### src/rtl/dgs_pkg.sv
package dgs_pkg;
    localparam int LEN_W   = 4;
    localparam int UCNT_W  = 5;
    localparam int DESC_W  = LEN_W + UCNT_W + 3;
    localparam int WIN     = 5;
    localparam int NSLOT   = 4;
    localparam int MAXCPX  = 4;
    localparam int IDX_W   = $clog2(WIN + 1);
    localparam int SRC_W   = $clog2(WIN);
    localparam int NUOP_W  = $clog2(MAXCPX + 1);
    localparam int BYTES_W = $clog2(WIN * 15 + 1);

    typedef enum logic [1:0] {K_SIMPLE, K_COMPLEX, K_FUSED, K_MCODE} kind_e;

    typedef struct packed {
        logic              br_tail;
        logic              cmp_head;
        logic              mem;
        logic [UCNT_W-1:0] ucnt;
        logic [LEN_W-1:0]  len;
    } desc_t;

    function automatic logic [UCNT_W-1:0] eff_uops(input desc_t d);
        return (d.mem && d.ucnt > UCNT_W'(1)) ? d.ucnt - UCNT_W'(1) : d.ucnt;
    endfunction
endpackage

### src/rtl/group_former.sv
module group_former
    import dgs_pkg::*;
(
    input  desc_t               win [WIN],
    input  logic [IDX_W-1:0]    avail,
    output logic [IDX_W-1:0]    take,
    output logic [NSLOT-1:0]    valid,
    output logic [2*NSLOT-1:0]  kind,
    output logic [NUOP_W*NSLOT-1:0] nuop,
    output logic [SRC_W*NSLOT-1:0]  src,
    output logic [BYTES_W-1:0]  bytes,
    output logic                mc_start,
    output logic [UCNT_W-1:0]   mc_cnt
);
    always_comb begin
        logic [3:0]        ptr;
        logic [3:0]        nidx;
        logic              fused_used;
        logic              stop;
        desc_t             cur;
        desc_t             nxt;
        logic [UCNT_W-1:0] e;
        ptr        = '0;
        nidx       = '0;
        fused_used = 1'b0;
        stop       = 1'b0;
        cur        = '0;
        nxt        = '0;
        e          = '0;
        valid      = '0;
        kind       = '0;
        nuop       = '0;
        src        = '0;
        bytes      = '0;
        mc_start   = 1'b0;
        mc_cnt     = '0;
        for (int s = 0; s < NSLOT; s++) begin
            nidx = ptr + 4'd1;
            cur  = (ptr < 4'(WIN))  ? win[ptr[2:0]]  : '0;
            nxt  = (nidx < 4'(WIN)) ? win[nidx[2:0]] : '0;
            e    = eff_uops(cur);
            if (!stop) begin
                if (ptr >= 4'(avail)) begin
                    stop = 1'b1;
                end else if (s == 0 && e > UCNT_W'(MAXCPX)) begin
                    mc_start = 1'b1;
                    mc_cnt   = e;
                    bytes    = BYTES_W'(cur.len);
                    ptr      = 4'd1;
                    stop     = 1'b1;
                end else if (s != 0 && e != UCNT_W'(1)) begin
                    stop = 1'b1;
                end else if (e == UCNT_W'(1) && cur.cmp_head &&
                             nidx < 4'(avail) && nxt.br_tail) begin
                    if (fused_used) begin
                        stop = 1'b1;
                    end else begin
                        valid[s]               = 1'b1;
                        kind[2*s +: 2]         = K_FUSED;
                        nuop[NUOP_W*s +: NUOP_W] = NUOP_W'(1);
                        src[SRC_W*s +: SRC_W]  = ptr[SRC_W-1:0];
                        bytes = bytes + BYTES_W'(cur.len) + BYTES_W'(nxt.len);
                        ptr        = ptr + 4'd2;
                        fused_used = 1'b1;
                    end
                end else begin
                    valid[s]               = 1'b1;
                    kind[2*s +: 2]         = (e == UCNT_W'(1)) ? K_SIMPLE : K_COMPLEX;
                    nuop[NUOP_W*s +: NUOP_W] = e[NUOP_W-1:0];
                    src[SRC_W*s +: SRC_W]  = ptr[SRC_W-1:0];
                    bytes = bytes + BYTES_W'(cur.len);
                    ptr   = ptr + 4'd1;
                end
            end
        end
        take = ptr[IDX_W-1:0];
    end
endmodule

### src/rtl/ucode_seq.sv
module ucode_seq
    import dgs_pkg::*;
(
    input  logic              clk,
    input  logic              rst_n,
    input  logic              load,
    input  logic [UCNT_W-1:0] load_cnt,
    input  logic              adv,
    output logic              active,
    output logic              last,
    output logic [NUOP_W-1:0] chunk
);
    logic [UCNT_W-1:0] cnt_q;

    assign active = (cnt_q != '0);
    assign chunk  = (cnt_q > UCNT_W'(MAXCPX)) ? NUOP_W'(MAXCPX) : cnt_q[NUOP_W-1:0];
    assign last   = active && (cnt_q <= UCNT_W'(MAXCPX));

    always_ff @(posedge clk) begin
        if (!rst_n)               cnt_q <= '0;
        else if (load)            cnt_q <= load_cnt;
        else if (adv && active)   cnt_q <= cnt_q - UCNT_W'(chunk);
    end


    seq_hold_chk: assert property (@(posedge clk) disable iff (!rst_n)
        (!load && !adv) |=> $stable(cnt_q));

    seq_load_big_chk: assert property (@(posedge clk) disable iff (!rst_n)
        load |=> (cnt_q > UCNT_W'(MAXCPX)));
endmodule

### src/rtl/decode_steer.sv
module decode_steer
    import dgs_pkg::*;
(
    input  logic                    clk,
    input  logic                    rst_n,
    input  logic [IDX_W-1:0]        in_avail,
    input  logic [WIN*DESC_W-1:0]   in_win,
    output logic [IDX_W-1:0]        in_take,
    input  logic                    out_ready,
    output logic [NSLOT-1:0]        out_valid,
    output logic [2*NSLOT-1:0]      out_kind,
    output logic [NUOP_W*NSLOT-1:0] out_nuop,
    output logic [SRC_W*NSLOT-1:0]  out_src,
    output logic [BYTES_W-1:0]      out_bytes
);
    typedef enum logic {ST_DECODE, ST_UCODE} state_e;
    state_e state_q, state_d;

    desc_t win [WIN];
    for (genvar i = 0; i < WIN; i++) begin : g_unpack
        assign win[i] = desc_t'(in_win[DESC_W*i +: DESC_W]);

        len_range_chk: assert property (@(posedge clk) disable iff (!rst_n)
            (state_q == ST_DECODE && in_avail > IDX_W'(i)) |-> (win[i].len != '0));
    end

    logic [IDX_W-1:0]        g_take;
    logic [NSLOT-1:0]        g_valid;
    logic [2*NSLOT-1:0]      g_kind;
    logic [NUOP_W*NSLOT-1:0] g_nuop;
    logic [SRC_W*NSLOT-1:0]  g_src;
    logic [BYTES_W-1:0]      g_bytes;
    logic                    mc_start;
    logic [UCNT_W-1:0]       mc_cnt;
    logic                    sq_active, sq_last, sq_load, sq_adv;
    logic [NUOP_W-1:0]       sq_chunk;

    group_former u_form (
        .win(win), .avail(in_avail), .take(g_take), .valid(g_valid),
        .kind(g_kind), .nuop(g_nuop), .src(g_src), .bytes(g_bytes),
        .mc_start(mc_start), .mc_cnt(mc_cnt)
    );

    assign sq_load = (state_q == ST_DECODE) && out_ready && mc_start;
    assign sq_adv  = (state_q == ST_UCODE) && out_ready;

    ucode_seq u_seq (
        .clk(clk), .rst_n(rst_n), .load(sq_load), .load_cnt(mc_cnt),
        .adv(sq_adv), .active(sq_active), .last(sq_last), .chunk(sq_chunk)
    );

    always_ff @(posedge clk) begin
        if (!rst_n) state_q <= ST_DECODE;
        else        state_q <= state_d;
    end

    always_comb begin
        state_d = state_q;
        unique case (state_q)
            ST_DECODE: if (out_ready && mc_start) state_d = ST_UCODE;
            ST_UCODE:  if (out_ready && sq_last)  state_d = ST_DECODE;
        endcase
    end

    always_comb begin
        in_take   = '0;
        out_valid = '0;
        out_kind  = '0;
        out_nuop  = '0;
        out_src   = '0;
        out_bytes = '0;
        unique case (state_q)
            ST_DECODE: begin
                in_take   = out_ready ? g_take : '0;
                out_valid = g_valid;
                out_kind  = g_kind;
                out_nuop  = g_nuop;
                out_src   = g_src;
                out_bytes = g_bytes;
            end
            ST_UCODE: begin
                for (int s = 0; s < NSLOT; s++) begin
                    if (NUOP_W'(s) < sq_chunk) begin
                        out_valid[s]                 = 1'b1;
                        out_kind[2*s +: 2]           = K_MCODE;
                        out_nuop[NUOP_W*s +: NUOP_W] = NUOP_W'(1);
                    end
                end
            end
        endcase
    end


    ucode_state_match_chk: assert property (@(posedge clk) disable iff (!rst_n)
        (state_q == ST_UCODE) == sq_active);

    ucode_no_take_chk: assert property (@(posedge clk) disable iff (!rst_n)
        (state_q == ST_UCODE) |-> (in_take == '0 && out_bytes == '0));

    stall_hold_chk: assert property (@(posedge clk) disable iff (!rst_n)
        !out_ready |=> $stable(state_q));

    mask_contig_chk: assert property (@(posedge clk) disable iff (!rst_n)
        ((out_valid & (out_valid + NSLOT'(1))) == '0));

    take_bound_chk: assert property (@(posedge clk) disable iff (!rst_n)
        in_take <= in_avail);
    for (genvar s = 1; s < NSLOT; s++) begin : g_simple

        simple_one_uop_chk: assert property (@(posedge clk) disable iff (!rst_n)
            out_valid[s] |-> (out_nuop[NUOP_W*s +: NUOP_W] == NUOP_W'(1)));
    end
endmodule

### config.mk
export PLATFORM = sky130hd
export DESIGN_NAME = decode_steer
export DESIGN_NICKNAME = d
export VERILOG_FILES = /design/src/rtl/dgs_pkg.sv /design/src/rtl/group_former.sv /design/src/rtl/ucode_seq.sv /design/src/rtl/decode_steer.sv
export SDC_FILE = /design/constraint.sdc
export NUM_CORES = 1
export LEC_CHECK = 0
export BUFFER_PORTS_ARGS = -buffer_cell sky130_fd_sc_hd__buf_2
export CORE_UTILIZATION = 40
export CTS_BUF_LIST = sky130_fd_sc_hd__clkbuf_16
export DETAILED_ROUTE_END_ITERATION = 16
export GPL_ROUTABILITY_DRIVEN = 0
export PLACE_DENSITY = 0.73
export SYNTH_ARGS = -nofsm -noshare
export SYNTH_HDL_FRONTEND = slang
export SYNTH_SLANG_ARGS = --single-unit
### constraint.sdc
create_clock -name clk -period 17.54 [get_ports clk]
set_clock_uncertainty 0.2 [all_clocks]
set_input_delay 3.508 -clock clk [delete_from_list [all_inputs] [get_ports clk]]
set_output_delay 3.508 -clock clk [all_outputs]
set_load 0.01 [all_outputs]
# [Word level (Yosys, flattened, before mapping)]
# Cells that the tools add are included.
[classes] div_mod_pow=0 n_reduce_logical=25 n_eq_ne=7 mul=0 addsub=18 bitwise_logic=7 shifts=0 order_cmp=31 n_mux=187
[ops] operator="binary-select mux 12 bit (select 3 bit)" n=6
[ops] operator="2-to-1 mux 7 bit" n=19
[ops] operator="2-to-1 mux 12 bit" n=10
[ops] operator="2-to-1 mux 3 bit" n=38
[ops] operator="2-to-1 mux 11 bit" n=9
[ops] operator="2-to-1 mux 1 bit" n=58
[ops] operator="2-to-1 mux 4 bit" n=12
[ops] operator="2-to-1 mux 2 bit" n=23
[ops] operator="adder 7 x 4 -> 7 bit" n=6
[ops] operator="2-to-1 mux 5 bit" n=8
[ops] operator="greater-or-equal comparator 4 bit, second input constant" n=6
[ops] operator="< comparator 4 x 3 -> 1 bit, second input constant" n=6
[ops] operator="inverter 3 -> 4 bit" n=6
[ops] operator="case mux 12 bit (2 select lines)" n=1
[ops] operator="logical AND 1 bit" n=23
[ops] operator="equality test 5 x 1 -> 1 bit, second input constant" n=4
[ops] operator="> comparator 5 x 1 -> 1 bit, second input constant" n=4
[ops] operator="subtractor 5 x 1 -> 5 bit, second input constant" n=4
[ops] operator="case mux 8 bit (2 select lines)" n=1
[ops] operator="inequality test 5 x 1 -> 1 bit, second input constant" n=3
[ops] operator="adder 4 x 1 -> 4 bit, second input constant" n=3
[ops] operator="greater-or-equal comparator 4 x 3 -> 1 bit" n=3
[ops] operator="< comparator 4 x 3 -> 1 bit" n=3
[ops] operator="> comparator 5 x 3 -> 1 bit, second input constant" n=2
[ops] operator="other kinds (13)" n=17
[word_totals] memories=0 latchBits=0 rom_bits=0 mem_bits_rw=0 regBits=6 elab_cells=277 out_inout_bits=46

# [Logic depth before layout (Yosys ltp)]
# Gate-level depths: netlist of run 1.
[logic_depth] depth_word=60 ltp_mapped=56 depth_no_buf=48

# [By module]
# Synthesis of run 1 repeated with hierarchy kept, for this count alone.
[unflattened] hier_cells=1011 area_unflattened_um2=6710.2
[by_module_without_submodules] module="group_former" seq_area_each_um2=0.0 cells_per_inst=883 area_per_inst_um2=5884.4 instances=1
[by_module_without_submodules] module="decode_steer" seq_area_each_um2=20.0 cells_per_inst=79 area_per_inst_um2=476.7 instances=1
[by_module_without_submodules] module="ucode_seq" seq_area_each_um2=100.1 cells_per_inst=49 area_per_inst_um2=349.1 instances=1

# [Worst setup path after synthesis of run 1]
# No wires, ideal clock.
[synth_timing] path_kind="in2out" start="input port in_win[4]" end="output port out_bytes[4]" path_slack_ns=-0.073 path_stages=52 arrival_ns=13.905 path_buffers=7 path_cell_list="buf_1 -> inv_1 -> ha_1 -> nand4bb_1 -> or4_1 -> and3_1 -> buf_1 -> a31oi_4 -> clkbuf_1 -> ha_1 -> ha_1 -> nor2b_1 -> o21a_1 -> a211o_1 -> a31o_2 -> a21oi_1 -> a22oi_1 -> nand2_1 -> [16 not listed] -> a2111oi_2 -> xnor2_2 -> inv_2 -> buf_1 -> ha_1 -> clkbuf_1 -> mux4_2 -> a22o_1 -> a22oi_1 -> nor2_1 -> ha_1 -> fa_1 -> a21o_1 -> a21oi_1 -> nor2b_1 -> a21oi_1 -> o22ai_1 -> a211oi_1"
[synth_via] elab_chain_cells=59 elab_cells_between_ends=144 cone_classes="add/sub: 15; order compare: 17; eq/ne: 7; mux: 83; bitwise: 6; reduce/logical: 16"
[synth_lines] element="from (decl)" line_no="decode_steer.sv:7" text="input logic [WIN*DESC_W-1:0] in_win,"
[synth_lines] element="parallel branches: the longest is 57 deep, another holds > comparator 5 x 1 -> 1 bit"
[synth_lines] element="2-to-1 mux 7 bit *" line_no="group_former.sv:42" text="if (!stop) begin"
[synth_lines] element="2-to-1 mux 7 bit *" line_no="decode_steer.sv:72" text="unique case (state_q)"
[synth_lines] element="to (decl)" line_no="decode_steer.sv:14" text="output logic [BYTES_W-1:0] out_bytes"
# Mark *: on every way between the ends. The select of a mux whose other input is x is not followed.

# [Worst setup path after layout of run 1]
[layout_timing] start="input port in_win[5]" end="output port out_bytes[3]"
# Same word-level chain as after synthesis.

==> key figures, run 1 <==
Critical path
  – Worst path required time: 13,830 ps
  – CP peak stage delay: roughly 550 ps
  – RR Startpoint: u_seq.cnt_q[2]$_SDFFE_PN0P_
  – Most frequent CP cell: ha_1
  – Critical path data arrival time: 13,220 ps
  – Endpoint type of the worst setup path: output port
  – Flop-to-flop setup slack: ~15,000 ps
  – Critical Path Slowest Stage Cell: a2111oi_1
  – Worst R2R End: u_seq.cnt_q[1]$_SDFFE_PN0P_
  – FF-to-FF path depth: 6
  – Crit Path Category: in2out
  – Worst setup SP type: input port
  – Crit-path max FO: 23

Global routing
  – Global-route wire length before repair: 37,200 um
  – Initial antenna violation count: 0
  – GR Overflow Total: 0
  – Largest net degree at the start of global routing: 31
  – All-Layer GR Usage: 27.6%
  – Vias in the first global route: around 7,000

Run status
  – Status: finished, final reports clean

Clocking
  – Worst-Skew Late Latency: 230 ps
  – Post-CTS Hold Buffers: 0
  – Maximum clock insertion buffer count: 2
  – Clk slew on worst S/H paths: 30 ps
  – Root Buffer: clkbuf_16
  – Clock buffers created by TritonCTS: 3
  – CTS H-tree lvls: 1
  – Clock sink total: 6
  – CTS tree: done

Yosys
  – Most common flop cell mapped by yosys: dfxtp_1
  – Post-synth ARST share: 0%
  – Leading area contributor after synthesis: ha_1
  – Seq/Total Area, Yosys: 1.82%
  – Area contributors post-synth: ha_1 12%, nand2_1 6.6%, mux2i_1 6.5%
  – Number of synthesized flops with an enable pin: 0
  – Post-Syn Area per Cell: 7.01 um^2
  – Seq cells post-synth: 6
  – Netlist Area Pre-Place: 6610 um^2
  – Yosys warnings: 0
  – Count of cell types in the netlist: 96
  – Post-Synthesis Cells: 942
  – Synth top area share: a little under an eighth

Timing
  – Final min period: approximately 17,000 ps
  – F_max: ~59 MHz
  – Slew HR: 31.5%
  – Final setup fails: 0
  – Slew of the pin with the lowest slew margin: a little over 1000 ps
  – WHS: 360 ps
  – Max-slew violation count: 0
  – Worst setup margin: 614 ps
  – Fin crit share: 96.5%
  – Hold Violations, Final: 0

Hold path
  – Min-delay src: u_seq.cnt_q[0]$_SDFFE_PN0P_
  – Hold path cells: 2
  – Worst min-delay path class: reg2reg
  – Worst Hold End: u_seq.cnt_q[0]$_SDFFE_PN0P_

Pwr
  – Power density over the cells: 38.7 nW/um^2
  – P_leak: 3.30 nW
  – VDD IR max: 0.0459 mV

Floorplanning
  – Std-Cell Rows: 46
  – Full die area: 17,000 um^2
  – Chip width: 131 um
  – Core footprint: 16,000 um^2
  – DIE HEIGHT: 131 um
  – Initial core utilization: 41.3%
  – I/O pin total: 112

Route
  – Final wirelength: 23,800 um
  – Routed via count: 7,875
  – Residual DRC: 0
  – 1st-pass router iterations: 6
  – Final ANT Viol Nets: 0
  – Detailed-route wire length per cell: 19.1 um
  – Initial DRC count: 854
  – Via density: 6.33

Placed design
  – PortBufs: 101
  – HPWL Detailed: 18,900 um
  – Post-place setup slack: 63.9 ps
  – DP Cell Count: between 1,000 and 1,500

Run
  – Max cap viols: 0

Final layout
  – Ant diodes: 0
  – Number of fillers in the final layout: 1,632
  – Area Overhead vs Synth: 15.0%
  – Share of cells above drive strength 1: 20.6%
  – Final std cells w/o fill: 1,244
  – Nets: 1,165
  – Register area: 120 um^2
  – Multi-input logic area: 6190 um^2
critical path, delay by kind of cell:
| kind | cells | cell delay, ps |
|---|---|---|
| AO/OA/AOI/OAI | 19 | 5170 |
| adder cells (fa/ha/maj) | 5 | 1330 |
| buffers and inverters | 8 | 1250 |
| AND/OR/NAND/NOR | 10 | 1940 |
cells by family after synthesis:
logic type,Yosys count,synth area share [%]
other,2,0.114
AND/OR/NAND/NOR,381,28.5
buffers and inverters,106,7.48
XOR/XNOR,29,3.96
AO/OA/AOI/OAI,282,31.2
multiplexers,67,13.0
flip-flops,6,1.82
adder cells (fa/ha/maj),69,13.9
worst max path at each step:
stage | start | end | slack (ps) | depth (start not counted)
after floorplan | in_win[4] | out_bytes[4] | 100 | 52
after global placement | in_win[5] | out_bytes[5] | 310 | 46
after detailed placement | in_win[5] | out_bytes[4] | 60 | 45
after CTS | in_win[5] | out_bytes[4] | 50 | 45
after global routing | in_win[5] | out_bytes[3] | -100 | 40
final | in_win[5] | out_bytes[3] | 610 | 42
Yosys cell counts, drive strengths merged (13+ instances only):
library cell    n
nor2           85
a21o           14
ha             62
buf            29
clkbuf         29
nor2b          19
o211ai         13
a21oi          55
o22ai          13
xnor2          20
nand3          35
a22oi          14
o21ai          51
and2           15
nand2         116
mux2i          45
inv            48
nor4           14
nor3           33
mux4           13
flip-flops by register name (all words and copies together) (netlist names):
name,cells
u_seq.cnt_q,5
state_q,1
layer usage:
layer	global-route usage [%]	routed length, um	vias up
met5	0	0	-
met4	9.13	789	0
met3	3.87	2780	89
met2	44.8	10600	500
met1	37.5	9630	3590
li1	-	-	3696
area by class of cell:
class,instances,share of cell area [%]
well taps,216,3.56
clock buffers,3,0.988
flip-flops and latches,6,1.58
inverters,48,2.40
multi-input cells,839,81.4
repair buffers,132,10.0
cells in the final DEF (no fill, tap or decap), drive strengths merged, types with 10 or more instances in the layout:
cell type,count
a21oi,55
nand3,35
nand2,116
inv,48
a22oi,14
nor2b,19
nor3,33
mux2i,45
a21o,14
o31ai,10
or3,11
and2,15
a22o,10
o211ai,13
o22ai,13
nor4,14
nor2,85
a211oi,12
a31oi,12
o21ai,51
xnor2,20
ha,62
nand2b,10
buf,132
mux4,13
conb,11
report_power, final:
group,leakage [nW],switching (mW),internal [mW]
clock,0.0370,0.00861,0.0293
combinational,3.21,0.139,0.0983
sequential,0.0493,0.00394,0.0151
total,3.30,0.151,0.143
through the flow:
stage	power [mW]	setup TNS, ps	util [%]	instance area [um^2]
after detailed placement	0.244	0	45.5	7280
after CTS	0.283	0	46.0	7350
after global placement	0.240	0	45.5	7280
after global routing	0.319	-390	47.5	7600
final	0.294	0	47.5	7600
after floorplan	0.185	0	-	6640
repair_timing:
item / in CTS / in global routing
setup buffers: 0 / 10
gates resized for setup: 0 / 36
setup endpoints to repair: 0 / 16
Note: power is estimated with default switching activity, not from simulation.
==> inputs of run 2 (changes only) <==
--- a/config.mk
+++ b/config.mk
@@ -6,11 +6,13 @@
 export NUM_CORES = 1
 export LEC_CHECK = 0
 export BUFFER_PORTS_ARGS = -buffer_cell sky130_fd_sc_hd__buf_2
-export CORE_UTILIZATION = 40
+export CELL_PAD_IN_SITES_DETAIL_PLACEMENT = 1
+export CELL_PAD_IN_SITES_GLOBAL_PLACEMENT = 1
+export CORE_UTILIZATION = 38
 export CTS_BUF_LIST = sky130_fd_sc_hd__clkbuf_16
 export DETAILED_ROUTE_END_ITERATION = 16
 export GPL_ROUTABILITY_DRIVEN = 0
-export PLACE_DENSITY = 0.73
+export PLACE_DENSITY = 0.9
 export SYNTH_ARGS = -nofsm -noshare
 export SYNTH_HDL_FRONTEND = slang
 export SYNTH_SLANG_ARGS = --single-unit
==> run 2 against run 1 <==
  * Sequential cell count is the same
  * Highest routed layer unchanged
  * Non-clock buffer count grew 4
  * Via count grew 9.7%
  * Hold slack gained 6.2 ps
==> key figures, run 2 (synthesis gave the netlist of run 1 again) <==
Run status
  – Status: finished, final reports clean

Critical path
  – Crit-path leading delay family: compound AO/OA/AOI/OAI gates
  – Worst setup SP type: input port
  – Critical Path Slowest Stage Cell: o211ai_1
  – CP peak stage delay: ~540 ps
  – Worst path required time: 13,830 ps
  – Crit Path Category: in2out
  – Endpoint type of the worst setup path: output port
  – Crit-path max FO: 17
  – Critical path data arrival time: 13,760 ps
  – Critical path buffers and inverters: 8

Route
  – Routed via count: 8,637
  – Residual DRC: 0
  – Via density: 6.90
  – Final wirelength: 30,400 um
  – Final ANT Viol Nets: 0
  – Detailed-route wire length per cell: 24.3 um
  – Initial DRC count: ~920
  – 1st-pass router iterations: 5

Clocking
  – CTS tree: done
  – Maximum clock insertion buffer count: 2
  – Clock sink total: 6
  – Clk slew on worst S/H paths: ~40 ps
  – Post-CTS Hold Buffers: 0
  – Worst-Skew Late Latency: 240 ps
  – Clock buffers created by TritonCTS: 3
  – Root Buffer: clkbuf_16
  – CTS H-tree lvls: 1

Global routing
  – Largest net degree at the start of global routing: 25
  – GR Overflow Total: 0
  – All-Layer GR Usage: approximately 30%
  – Vias in the first global route: 8,295
  – Initial antenna violation count: 0
  – Global-route wire length before repair: 44,200 um

Final layout
  – Final std cells w/o fill: 1,252
  – Commonest non-fill, non-tap cell in the layout: nand2_1
  – Share of cells above drive strength 1: 21.4%
  – Most frequent cells in the layout: 115 x nand2_1, 101 x buf_2, 84 x nor2_1
  – Ant diodes: 0
  – Final Cell Area: ~7600 um^2
  – Largest Register: u_seq.cnt_q
  – Top Registers: u_seq.cnt_q: 5 flops, state_q: 1 flops
  – Area Overhead vs Synth: 15.8%
  – Nets: 1,169
  – Largest register FFs: 5
  – Final Util: 45.6%

Floorplanning
  – DIE HEIGHT: 134 um
  – Core footprint: 16,800 um^2
  – Full die area: 17,900 um^2
  – I/O pin total: between 100 and 150
  – Chip width: 134 um
  – Std-Cell Rows: 47
  – Initial core utilization: 39.4%

Timing
  – Final setup fails: 0
  – F_max: between 50 and 60 MHz
  – Slew HR: a little over a quarter
  – Final min period: around 17,000 ps
  – Slew of the pin with the lowest slew margin: approximately 1100 ps
  – Fin crit share: 99.6%
  – Hold Violations, Final: 0
  – Max-slew violation count: 0
  – Worst setup margin: 72.3 ps

Pwr
  – Total power: 313 uW
  – Power density over the cells: 41.0 nW/um^2
  – P_leak: 3.35 nW
  – VDD IR max: 0.0553 mV

Run
  – Max cap viols: 0

Placed design
  – Post-place setup slack: -48.5 ps
  – PortBufs: 101
  – HPWL Detailed: 22,500 um
  – Placed Area: 7300 um^2
  – DP Cell Count: 1,237

Hold path
  – Worst min-delay path class: reg2reg
## run 2: changes by cell type in the layout (fill, tap and decap cells not counted), sizes merged
cell / change
buf: +3
clkbuf: +1
## run 2: metal layers
metal	routed length [um]	share of wire, %	GRT usage [%]
met5	0	0	0
met4	2080	6.8	14.9
met3	2900	9.5	4.04
met2	13900	46	51.3
met1	11500	38	38.7
## run 2: cell type report
type,count,area [um^2]
fillers,2185,9110
multi-input cells,839,6220
repair buffers,136,779
well taps,220,275
inverters,48,180
flip-flops and latches,6,120
clock buffers,3,75.1
## run 2: power by group
part / switching (mW) / leakage (nW) / total [mW] / internal (mW)
Sequential: 0.00423 / 0.0493 / 0.0194 / 0.0151
Combinational: 0.155 / 3.26 / 0.256 / 0.101
Clock: 0.00897 / 0.0370 / 0.0384 / 0.0294
## run 2: final timing paths
check,start,endpoint,slack [ps],cells after the start
min,u_seq.cnt_q[0]$_SDFFE_PN0P_,u_seq.cnt_q[0]$_SDFFE_PN0P_,370,2
max reg2reg,u_seq.cnt_q[2]$_SDFFE_PN0P_,u_seq.cnt_q[1]$_SDFFE_PN0P_,14710,6
min reg2reg,u_seq.cnt_q[0]$_SDFFE_PN0P_,u_seq.cnt_q[0]$_SDFFE_PN0P_,370,2
max,in_win[4],in_take[1],70,41
## run 2: repair_timing
action,4_1_cts,5_1_grt
pin swaps,0,8
buffers inserted,2,9
gates cloned,0,1
endpoints found under the setup margin,2,16
gates resized for setup,1,36
## run 2: worst reg2reg max path: cells and delay by family, from the launching register on
kind | cells | cell delay, ps
compound gates | 2 | 950
simple gates | 3 | 770
mux | 1 | 420
flops | 1 | 380
## run 2: metrics by stage
step           setup TNS, ps  hold slack [ps]
6_report                   0              366
5_1_grt                -1840              393
4_1_cts                    0              362
3_5_place_dp           -59.0              358
3_3_place_gp               0              356
2_1_floorplan              0              310
